$ cat config.mk
export PLATFORM = sky130hd
export DESIGN_NAME = serial_rx_errfifo
export DESIGN_NICKNAME = d
export VERILOG_FILES = /design/src/rtl/serial_rx_pkg.sv /design/src/rtl/serial_rx_framer.sv /design/src/rtl/serial_rx_fifo.sv /design/src/rtl/serial_rx_idle_timer.sv /design/src/rtl/serial_rx_errfifo.sv
export SDC_FILE = /design/constraint.sdc
export NUM_CORES = 1
export LEC_CHECK = 0
export BUFFER_PORTS_ARGS = -buffer_cell sky130_fd_sc_hd__buf_2
export CORE_MARGIN = 8
export CORE_UTILIZATION = 50
export DETAILED_ROUTE_END_ITERATION = 7
export GPL_TIMING_DRIVEN = 0
export PLACE_DENSITY = 0.66
export SLEW_MARGIN = 20
export SYNTH_ARGS = -nofsm -noshare
export SYNTH_HDL_FRONTEND = slang
export SYNTH_SLANG_ARGS = --single-unit
export TNS_END_PERCENT = 20
$ cat constraint.sdc
create_clock -name clk -period 5.02 [get_ports clk]
set_clock_uncertainty 0.1 [all_clocks]
set_input_delay 1.004 -clock clk [delete_from_list [all_inputs] [get_ports clk]]
set_output_delay 1.004 -clock clk [all_outputs]
set_load 0.02 [all_outputs]
$ cat src/rtl/serial_rx_pkg.sv
package serial_rx_pkg;

  typedef struct packed {
    logic       perr;
    logic       ferr;
    logic [7:0] data;
  } rx_entry_t;

  // Total bits in one frame: start + data + parity + stop bits
  function automatic logic [3:0] frame_bits(input logic seven, input logic par_en,
                                            input logic two_stop);
    return 4'd1 + (seven ? 4'd7 : 4'd8) + {3'b000, par_en} + (two_stop ? 4'd2 : 4'd1);
  endfunction

  // Expected parity bit for a byte (upper bit already masked in 7-bit mode)
  function automatic logic par_expect(input logic [7:0] d, input logic odd);
    return (^d) ^ odd;
  endfunction

  // Receive-ready threshold decode
  function automatic logic [4:0] thr_level(input logic [1:0] sel);
    case (sel)
      2'd0:    return 5'd1;
      2'd1:    return 5'd4;
      2'd2:    return 5'd8;
      default: return 5'd14;
    endcase
  endfunction

  function automatic logic has_err(input rx_entry_t e);
    return e.perr | e.ferr;
  endfunction

endpackage

$ cat src/rtl/serial_rx_framer.sv
module serial_rx_framer
  import serial_rx_pkg::*;
#(
  parameter int OSR = 16
) (
  input  logic       clk,
  input  logic       rst_n,
  input  logic       tick,
  input  logic       rxd,
  input  logic       cfg_seven,
  input  logic       cfg_two_stop,
  input  logic       cfg_par_en,
  input  logic       cfg_par_odd,
  output logic       rxd_s,
  output logic       start_det,
  output logic       frame_done,
  output rx_entry_t  frame_entry,
  output logic       brk
);
  localparam int CW = $clog2(OSR);
  localparam int BW = $clog2(12 * OSR + 1);
  localparam logic [CW-1:0] MID  = CW'(OSR / 2 - 1);
  localparam logic [CW-1:0] LAST = CW'(OSR - 1);

  typedef enum logic [2:0] {S_IDLE, S_START, S_BITS, S_BRKW, S_BRK} st_t;

  st_t            st;
  logic [1:0]     sync_q;
  logic [CW-1:0]  tcnt;
  logic [3:0]     bidx;
  logic [7:0]     shreg;
  logic           par_rx;
  logic [BW-1:0]  bcnt;
  logic [3:0]     dlen;
  logic [BW-1:0]  frame_ticks;
  logic [7:0]     masked;

  assign rxd_s       = sync_q[1];
  assign dlen        = cfg_seven ? 4'd7 : 4'd8;
  assign frame_ticks = BW'(frame_bits(cfg_seven, cfg_par_en, cfg_two_stop)) * BW'(OSR);
  assign masked      = cfg_seven ? {1'b0, shreg[6:0]} : shreg;
  assign start_det   = (st == S_IDLE) && tick && !rxd_s;
  assign brk         = (st == S_BRK);

  always_ff @(posedge clk or negedge rst_n) begin
    if (!rst_n) begin
      sync_q      <= 2'b11;
      st          <= S_IDLE;
      tcnt        <= '0;
      bidx        <= '0;
      shreg       <= '0;
      par_rx      <= 1'b0;
      bcnt        <= '0;
      frame_done  <= 1'b0;
      frame_entry <= '0;
    end else begin
      sync_q     <= {sync_q[0], rxd};
      frame_done <= 1'b0;
      case (st)
        S_IDLE: begin
          if (start_det) begin
            st   <= S_START;
            tcnt <= '0;
          end
        end
        S_START: begin
          if (tick) begin
            if (tcnt == MID) begin
              tcnt <= '0;
              if (!rxd_s) begin
                st    <= S_BITS;
                bidx  <= '0;
                shreg <= '0;
              end else begin
                st <= S_IDLE;
              end
            end else begin
              tcnt <= tcnt + 1'b1;
            end
          end
        end
        S_BITS: begin
          if (tick) begin
            if (tcnt == LAST) begin
              tcnt <= '0;
              bidx <= bidx + 1'b1;
              if (bidx < dlen) begin
                shreg[bidx[2:0]] <= rxd_s;
              end else if (cfg_par_en && bidx == dlen) begin
                par_rx <= rxd_s;
              end else begin
                frame_done       <= 1'b1;
                frame_entry.data <= masked;
                frame_entry.perr <= cfg_par_en && (par_rx != par_expect(masked, cfg_par_odd));
                frame_entry.ferr <= !rxd_s;
                if (!rxd_s) begin
                  st   <= S_BRKW;
                  bcnt <= '0;
                end else begin
                  st <= S_IDLE;
                end
              end
            end else begin
              tcnt <= tcnt + 1'b1;
            end
          end
        end
        S_BRKW: begin
          if (rxd_s) begin
            st <= S_IDLE;
          end else if (tick) begin
            if (bcnt == frame_ticks - 1'b1) st <= S_BRK;
            else                            bcnt <= bcnt + 1'b1;
          end
        end
        S_BRK: begin
          if (rxd_s) st <= S_IDLE;
        end
        default: st <= S_IDLE;
      endcase
    end
  end
endmodule

$ cat src/rtl/serial_rx_fifo.sv
module serial_rx_fifo
  import serial_rx_pkg::*;
#(
  parameter int DEPTH = 16
) (
  input  logic                       clk,
  input  logic                       rst_n,
  input  logic                       push,
  input  rx_entry_t                  push_entry,
  input  logic                       pop,
  output rx_entry_t                  head,
  output logic [$clog2(DEPTH):0]     fill,
  output logic [$clog2(DEPTH):0]     err_cnt,
  output logic                       full,
  output logic                       push_ok,
  output logic                       pop_ok
);
  localparam int AW = $clog2(DEPTH);
  localparam int CW = AW + 1;

  rx_entry_t       mem [DEPTH];
  logic [AW-1:0]   wr_ptr;
  logic [AW-1:0]   rd_ptr;
  logic [CW-1:0]   err_in;
  logic [CW-1:0]   err_out;

  assign full    = (fill == CW'(DEPTH));
  assign push_ok = push && !full;
  assign pop_ok  = pop && (fill != '0);
  assign head    = mem[rd_ptr];
  assign err_in  = CW'(push_ok && has_err(push_entry));
  assign err_out = CW'(pop_ok && has_err(head));

  always_ff @(posedge clk) begin
    if (push_ok) mem[wr_ptr] <= push_entry;
  end

  always_ff @(posedge clk or negedge rst_n) begin
    if (!rst_n) begin
      wr_ptr  <= '0;
      rd_ptr  <= '0;
      fill    <= '0;
      err_cnt <= '0;
    end else begin
      if (push_ok) wr_ptr <= wr_ptr + 1'b1;
      if (pop_ok)  rd_ptr <= rd_ptr + 1'b1;
      fill    <= fill + CW'(push_ok) - CW'(pop_ok);
      err_cnt <= err_cnt + err_in - err_out;
    end
  end
endmodule

$ cat src/rtl/serial_rx_idle_timer.sv
module serial_rx_idle_timer
  import serial_rx_pkg::*;
#(
  parameter int OSR = 16
) (
  input  logic clk,
  input  logic rst_n,
  input  logic tick,
  input  logic restart,
  input  logic data_held,
  input  logic cfg_seven,
  input  logic cfg_two_stop,
  input  logic cfg_par_en,
  output logic timeout
);
  localparam int TW = $clog2(12 * OSR * 3 / 2 + 1);

  logic [TW-1:0] cnt;
  logic [TW-1:0] limit;

  assign limit   = TW'(frame_bits(cfg_seven, cfg_par_en, cfg_two_stop)) * TW'(OSR * 3 / 2);
  assign timeout = data_held && (cnt >= limit);

  always_ff @(posedge clk or negedge rst_n) begin
    if (!rst_n)                    cnt <= '0;
    else if (restart)              cnt <= '0;
    else if (tick && cnt < limit)  cnt <= cnt + 1'b1;
  end
endmodule

$ cat src/rtl/serial_rx_errfifo.sv
module serial_rx_errfifo
  import serial_rx_pkg::*;
#(
  parameter int OSR       = 16,
  parameter int DEPTH     = 16,
  parameter int RTS_LEVEL = 14
) (
  input  logic       clk,
  input  logic       rst_n,
  input  logic       baud_tick,
  input  logic       rxd,
  input  logic       cfg_seven_bit,
  input  logic       cfg_two_stop,
  input  logic       cfg_parity_en,
  input  logic       cfg_parity_odd,
  input  logic [1:0] cfg_full_sel,
  input  logic       rd_pop,
  output logic [7:0] rd_data,
  output logic       rd_parity_err,
  output logic       rd_frame_err,
  output logic [4:0] fill_level,
  output logic [4:0] err_entries,
  output logic       irq_rx_full,
  output logic       irq_rx_err,
  output logic       irq_break,
  output logic       rx_timeout,
  output logic       overrun,
  output logic       rts
);
  localparam int CW = $clog2(DEPTH) + 1;

  logic          rxd_s;
  logic          start_det;
  logic          frame_done;
  rx_entry_t     fr_entry;
  rx_entry_t     head;
  logic [CW-1:0] fill;
  logic [CW-1:0] err_cnt;
  logic          fifo_full;
  logic          push_ok;
  logic          pop_ok;

  serial_rx_framer #(.OSR(OSR)) framer_i (
    .clk, .rst_n, .tick(baud_tick), .rxd,
    .cfg_seven(cfg_seven_bit), .cfg_two_stop, .cfg_par_en(cfg_parity_en),
    .cfg_par_odd(cfg_parity_odd), .rxd_s, .start_det, .frame_done,
    .frame_entry(fr_entry), .brk(irq_break)
  );

  serial_rx_fifo #(.DEPTH(DEPTH)) fifo_i (
    .clk, .rst_n, .push(frame_done), .push_entry(fr_entry), .pop(rd_pop),
    .head, .fill, .err_cnt, .full(fifo_full), .push_ok, .pop_ok
  );

  serial_rx_idle_timer #(.OSR(OSR)) timer_i (
    .clk, .rst_n, .tick(baud_tick), .restart(push_ok | pop_ok | start_det),
    .data_held(fill != '0), .cfg_seven(cfg_seven_bit), .cfg_two_stop,
    .cfg_par_en(cfg_parity_en), .timeout(rx_timeout)
  );

  always_ff @(posedge clk or negedge rst_n) begin
    if (!rst_n)                       overrun <= 1'b0;
    else if (frame_done && fifo_full) overrun <= 1'b1;
  end

  assign rd_data       = head.data;
  assign rd_parity_err = head.perr;
  assign rd_frame_err  = head.ferr;
  assign fill_level    = 5'(fill);
  assign err_entries   = 5'(err_cnt);
  assign irq_rx_err    = (err_cnt != '0);
  assign irq_rx_full   = (fill >= CW'(thr_level(cfg_full_sel)));
  assign rts           = (fill < CW'(RTS_LEVEL));
endmodule

# Word level (Yosys, flattened, before mapping)

Memory sizes are Yosys's and may differ from the RTL's.
Cells that the tools add are included.

Bits in latches: 0
Memory bits (writable): 160
Input bits: 11
Bits in registers: 69
Logic and storage cells: 162
Output and inout bits: 26
Memories kept: 1
Bits in read-only memories: 0

Memory list:

| name       | words | bits a word | read ports | clocked after memory_dff | wr ports | RTL line             | source |
|---|---|---|---|---|---|---|---|
| fifo_i.mem | 16    | 10          | 1          | 0                        | 1        | serial_rx_fifo.sv:21 | `rx_entry_t mem [DEPTH];` |

Shift operators: 0
Add/sub/neg operators: 14
Multiplexer cells: 57
Bitwise operators: 7
Reductions and logical operators: 30
$lt $le $gt $ge: 7
Multipliers: 1
Divide/modulo/power cells: 0
Equal/unequal tests: 28

Operator list:

| operator                                                        | count |
|---|---|
| 8-bit 2-to-1 mux                                                | 14 |
| 4-bit 2-to-1 mux                                                | 11 |
| 3-bit 2-to-1 mux                                                | 11 |
| 8-bit one-hot mux with 2 select lines                           | 2 |
| 4-bit one-hot mux with 3 select lines                           | 2 |
| 2-bit != test, second input constant                            | 10 |
| 9-bit 2-to-1 mux                                                | 2 |
| 4-bit by 1-bit adder with 4-bit output, second input constant   | 4 |
| 3-bit one-hot mux with 5 select lines                           | 1 |
| 1-bit logical AND                                               | 12 |
| 5-bit by 1-bit adder with 5-bit output                          | 2 |
| 10-bit AND reduction                                            | 1 |
| 5-bit AND reduction                                             | 2 |
| 5-bit nonzero test                                              | 2 |
| 5-bit by 1-bit subtractor with 5-bit output                     | 2 |
| 9-bit by 1-bit adder with 9-bit output, second input constant   | 1 |
| 9-bit >= comparator                                             | 1 |
| 9-bit < comparator                                              | 1 |
| 9-bit AND reduction                                             | 1 |
| 8-bit by 1-bit adder with 8-bit output, second input constant   | 1 |
| 8-bit bitwise mux                                               | 1 |
| 8-bit == test                                                   | 1 |
| 1-bit 2-to-1 mux                                                | 8 |
| 2-bit by 1-bit != test with 1-bit output, second input constant | 4 |
| 37 further kinds                                                | 47 |

# Longest topological paths before layout

Word-level depth: 10
Depth in mapped cells: 18
Depth with buffers taken out: 18

# Cells and area by module

Synthesis repeated with hierarchy kept, for this count alone.

Cell total of the unflattened synthesis: 719
Area, all modules: 10885.4 µm²

By module, submodules not included:

| module               | area an instance (µm²) | times used | seq. area each (µm²) | cells an instance |
|---|---|---|---|---|
| serial_rx_fifo       | 7292.0                 | 1          | 5255.0               | 345 |
| serial_rx_framer     | 2451.1                 | 1          | 1028.5               | 244 |
| serial_rx_idle_timer | 952.2                  | 1          | 225.2                | 105 |
| serial_rx_errfifo    | 190.2                  | 1          | 25.0                 | 25 |

# Least setup slack after synthesis

OpenSTA, ideal clock, no wires.

Path type: input to output
From: input cfg_two_stop
To: output rx_timeout
Required time: 3.916 ns
Setup slack: -0.042 ns
Cell stages on the path: 18
Data arrival time: 3.958 ns
Cell sequence: inv_1 -> ha_1 -> inv_1 -> ha_1 -> inv_1 -> ha_1 -> xnor2_2 -> inv_1 -> ha_1 -> ha_1 -> a21oi_1 -> xor2_1 -> ha_1 -> o211a_1 -> a211o_1 -> a21o_1 -> a21oi_1 -> nor2_1

Cells in the longest elaborated chain, start to end: 5

RTL lines:

| item                                        | RTL line                   | source |
|---|---|---|
| start, declared                             | serial_rx_errfifo.sv:13    | `input logic cfg_two_stop,` |
| 2-bit 2-to-1 mux                            | serial_rx_pkg.sv:12        | `return 4'd1 + (seven ? 4'd7 : 4'd8) + {3'b000, par_en} + (two_stop ? 4'd2 : 4'd1);` |
| 4-bit adder                                 | serial_rx_pkg.sv:12        |  |
| 4-bit by 2-bit multiplier with 6-bit output | serial_rx_idle_timer.sv:21 | `assign limit = TW'(frame_bits(cfg_seven, cfg_par_en, cfg_two_stop)) * TW'(OSR * 3 / 2);` |
| 9-bit >= comparator                         | serial_rx_idle_timer.sv:22 | `assign timeout = data_held && (cnt >= limit);` |
| 1-bit logical AND                           | serial_rx_idle_timer.sv:22 |  |
| end, declared                               | serial_rx_errfifo.sv:26    | `output logic rx_timeout,` |

No other way between the ends.

# Final worst setup path

From: input cfg_seven_bit
To: output rx_timeout

Cells in the longest elaborated chain, start to end: 7

RTL lines:

| item                                        | RTL line                   | source |
|---|---|---|
| start, declared                             | serial_rx_errfifo.sv:12    | `input logic cfg_seven_bit,` |
| 4-bit 2-to-1 mux                            | serial_rx_pkg.sv:12        |  |
| 1-bit by 4-bit adder with 4-bit output      | serial_rx_pkg.sv:12        |  |
| 4-bit by 1-bit adder with 4-bit output      | serial_rx_pkg.sv:12        |  |
| 4-bit adder                                 | serial_rx_pkg.sv:12        |  |
| 4-bit by 2-bit multiplier with 6-bit output | serial_rx_idle_timer.sv:21 |  |
| 9-bit >= comparator                         | serial_rx_idle_timer.sv:22 |  |
| 1-bit logical AND                           | serial_rx_idle_timer.sv:22 |  |

No other way between the ends.

==> results.md <==
- Clk_lat worst skew: 0.51 ns
- Starting Density: between 50% and 60%
- Status: finished with violations
- Vias in the first global route: roughly 6300
- Initial DRT Pass Iterations: 5
- Post-layout util: just under 60%
- Fin. max-slew vios: 0
- Initial antenna violation count: 0
- CP peak stage delay: about 0.28 ns
- Sequential fraction of the synthesis area: roughly three fifths
- Placed cells: 1020
- Final std cells w/o fill: 1076
- LEAKAGE: roughly 4.5 nW
- Synthesized cell area: about 11000 sq um
- CTS tree: yes
- Most frequent CP cell: ha_4
- Relative slew slack: 34.3%
- Top Metal Used: met4
- CTS buffer count: 24
- Post-synthesis cell count: between 700 and 800
- Routed vias: 6069
- Clock-pin slew on the worst setup and hold paths: 0.06 ns
- Unrepaired setup endpoints after global routing: yes
- CP Data Required Time: ~3.9 ns
- # setup viols final: 1
- Antenna diodes: 0
- GRT Total Usage: between 15 and 20%
- # IOs: 37
- Final period util: 101%
- P&R area growth vs syn: 14.5%
- First-pass GRT wire length: 33.7 mm
- Power Density: approximately 460 nW/um^2
- Drc violations: 0
- Layout cell share with drive strength beyond 1: a little under a quarter
- Worst ir drop on vdd: ~0.27 mV
- Net count after synthesis: roughly 770
- Min cycle time layout: a little over 5 ns
- H-Tree Depth: 1
- Synth Flop Type: edfxtp_1
- CTS Root Buffer Type: clkbuf_16
- Crit Path Category: input pin to output port
- RePlAce Congestion: approximately 0.84
- Yosys warns: 0
- Clock Sinks: about 230
- Crit path DAT: a little under 4 ns
- Min Hold Slack: 0.256 ns
- Fill count: between 1500 and 2000
- Drt wl/cell: just under 20 microns
- First DRT Iteration DRCs: about 430
- Async SR Flop Fraction: 30.1%
- Fmax: roughly 200 MHz
- Final hold vios: 0
- Startpoint types: input pin
- Vias per inst: 5.64
- CP max FO: 6
- GR Overflow Total: 0
- Max-cap violations: 0
- Largest net degree at the start of global routing: 45
- DP HPWL: between 10 and 15 mm
- Drt total wl: 20.9 mm
- WP buf/inv: 6
- Setup ws final: -0.0278 ns
- Crit-path leading delay family: adder cells
- PortBufs: 36
- Die area: ~26000 sq um
- DR WL met2: between 10 and 15 mm
- Layout Nets: between 800 and 900
- CP max stage cell: ha_1
- Clock Path Buffers: 3
- WL met1: 8.87 mm
- Metal3 WL: 896 microns
- Total core area: 20900 sq um
- HP Class: register to register
- Chip height: ~160 microns
- Die X: between 150 and 200 microns
- Syn avg cell area: 14.9 sq um
- Failing checks: setup timing
- CP Cell Sequence: buf_12 > ha_4 > inv_4 > ha_4 > inv_2 > ha_4 > xnor2_4 > inv_2 > ha_4 > ha_4 > a21oi_2 > xor2_1 > ha_1 > buf_6 > a211o_1 > a21o_1 > a21oi_2 > nor2_4 > buf_6
- Tightest Pin Transition: 0.979 ns
- Antenna Violating Nets Remaining: 0
- FF+latch count, synth: ~230
- Post-synth cell types: just over 60
- EDFF count, synth: 160
- Row count: 53
- CP endpoint kind: output port
cells in the mapped netlist, drive strengths merged (3+ instances only):
library cell	number	area share, %
and3	5	0.30
o21bai	3	0.21
a21o	8	0.57
a21oi	28	1.3
nor2	37	1.3
nor2b	5	0.30
xnor2	29	2.5
mux4	50	11
dfrtp	67	16
o31ai	5	0.35
buf	12	0.59
or2	4	0.24
xor2	11	0.91
nor3	7	0.33
or3	9	0.58
o21ai	28	1.3
ha	49	5.8
and2	19	1.1
edfxtp	160	45
mux2	10	1.1
a211oi	4	0.33
inv	46	1.6
nand2	34	1.2
nand4	9	0.53
nand2b	4	0.24
clkbuf	10	0.35
fa	3	0.57
nand3	15	0.71
kinds of logic (layout without fill, tap and decap cells):
kind of cell / count (synthesis) / count (layout) / synth area share (%)
buffers and inverters: 69 / 162 / 2.61
and+or+nand+nor: 156 / 156 / 7.57
AOI/OAI and AO/OA: 101 / 101 / 6.41
DFF: 229 / 229 / 61.8
xor gates and xnor gates: 40 / 40 / 3.45
muxes: 61 / 61 / 11.8
adders and majority gates: 52 / 52 / 6.36
sequential cells by signal (all words and copies together) (netlist names), 2 cells and up:
| signal | count |
|---|---|
| framer_i.bidx | 4 |
| fifo_i.rd_ptr | 4 |
| framer_i.bcnt | 8 |
| framer_i.shreg | 8 |
| framer_i.st | 3 |
| fifo_i.fill | 5 |
| fifo_i.wr_ptr | 4 |
| framer_i.tcnt | 4 |
| framer_i.sync_q | 2 |
| fifo_i.mem | 160 |
| framer_i.frame_entry | 10 |
| timer_i.cnt | 9 |
| fifo_i.err_cnt | 5 |
per-stage QoR:
stage          setup slack (ns)  area (sq um)  setup TNS [ns]  power, W
4_1_cts                 0.00452         12000               0   0.00557
3_5_place_dp             -0.600         11200          -0.980   0.00388
2_1_floorplan            0.0194         10600               0   0.00347
5_1_grt                  -0.123         12100          -0.123   0.00584
3_3_place_gp             -0.508         11100          -0.511   0.00380
6_report                -0.0278         12100         -0.0278   0.00554
metal layers:
layer | vias to the layer above | GRT usage (%)
met3 | 25 | 2.52
li1 | 2832 | -
met5 | - | 0
met2 | 133 | 28.5
met1 | 3079 | 20.9
met4 | 0 | 2.74
report_power, final:
part	switching, W	internal [W]	total, W
registers	0.000155	0.00213	0.00229
clock network	0.000710	0.000951	0.00166
logic	0.000887	0.000701	0.00159
area by class of cell:
cell class,count,area (sq um),share of cell area [%]
multi-input cells,410,3870,32.0
plain buffers,22,100,0.827
clock buffers,31,637,5.26
well taps,275,344,2.84
flip-flops and latches,229,6530,54.0
clock inverters,12,98.8,0.816
inverters,47,181,1.50
repair buffers,50,343,2.83
worst paths after layout:
| check | from | endpoint | slack (ns) | depth (start not counted) |
|---|---|---|---|---|
| max reg2reg | fifo_i.rd_ptr[0] | fifo_i.err_cnt[4] | 1.18 | 15 |
| max in group asynchronous | rst_n | framer_i.frame_entry[2] | 3.98 | 2 |
| max | cfg_seven_bit | rx_timeout | -0.03 | 19 |
| min reg2reg | framer_i.sync_q[0] | framer_i.sync_q[1] | 0.26 | 0 |
| min | framer_i.sync_q[0] | framer_i.sync_q[1] | 0.26 | 0 |
| min in group asynchronous | rst_n | timer_i.cnt[1] | 0.30 | 1 |
timing repair:
item	4_1_cts	5_1_grt
pin swaps	9	9
endpoints found under the setup margin	1	1
setup buffers	6	7
hold buffers	0	0
gates resized for setup	18	7
placed cells by master (no fill, tap or decap), types with 22 or more instances in the layout:
| master | count |
|---|---|
| a21oi_1 | 26 |
| buf_2 | 40 |
| clkbuf_16 | 24 |
| dfrtp_1 | 67 |
| edfxtp_1 | 160 |
| ha_1 | 42 |
| inv_1 | 41 |
| mux4_2 | 50 |
| nand2_1 | 34 |
| nor2_1 | 36 |
| o21ai_0 | 22 |
| xnor2_1 | 27 |
Note: power is estimated with default switching activity, not from simulation.
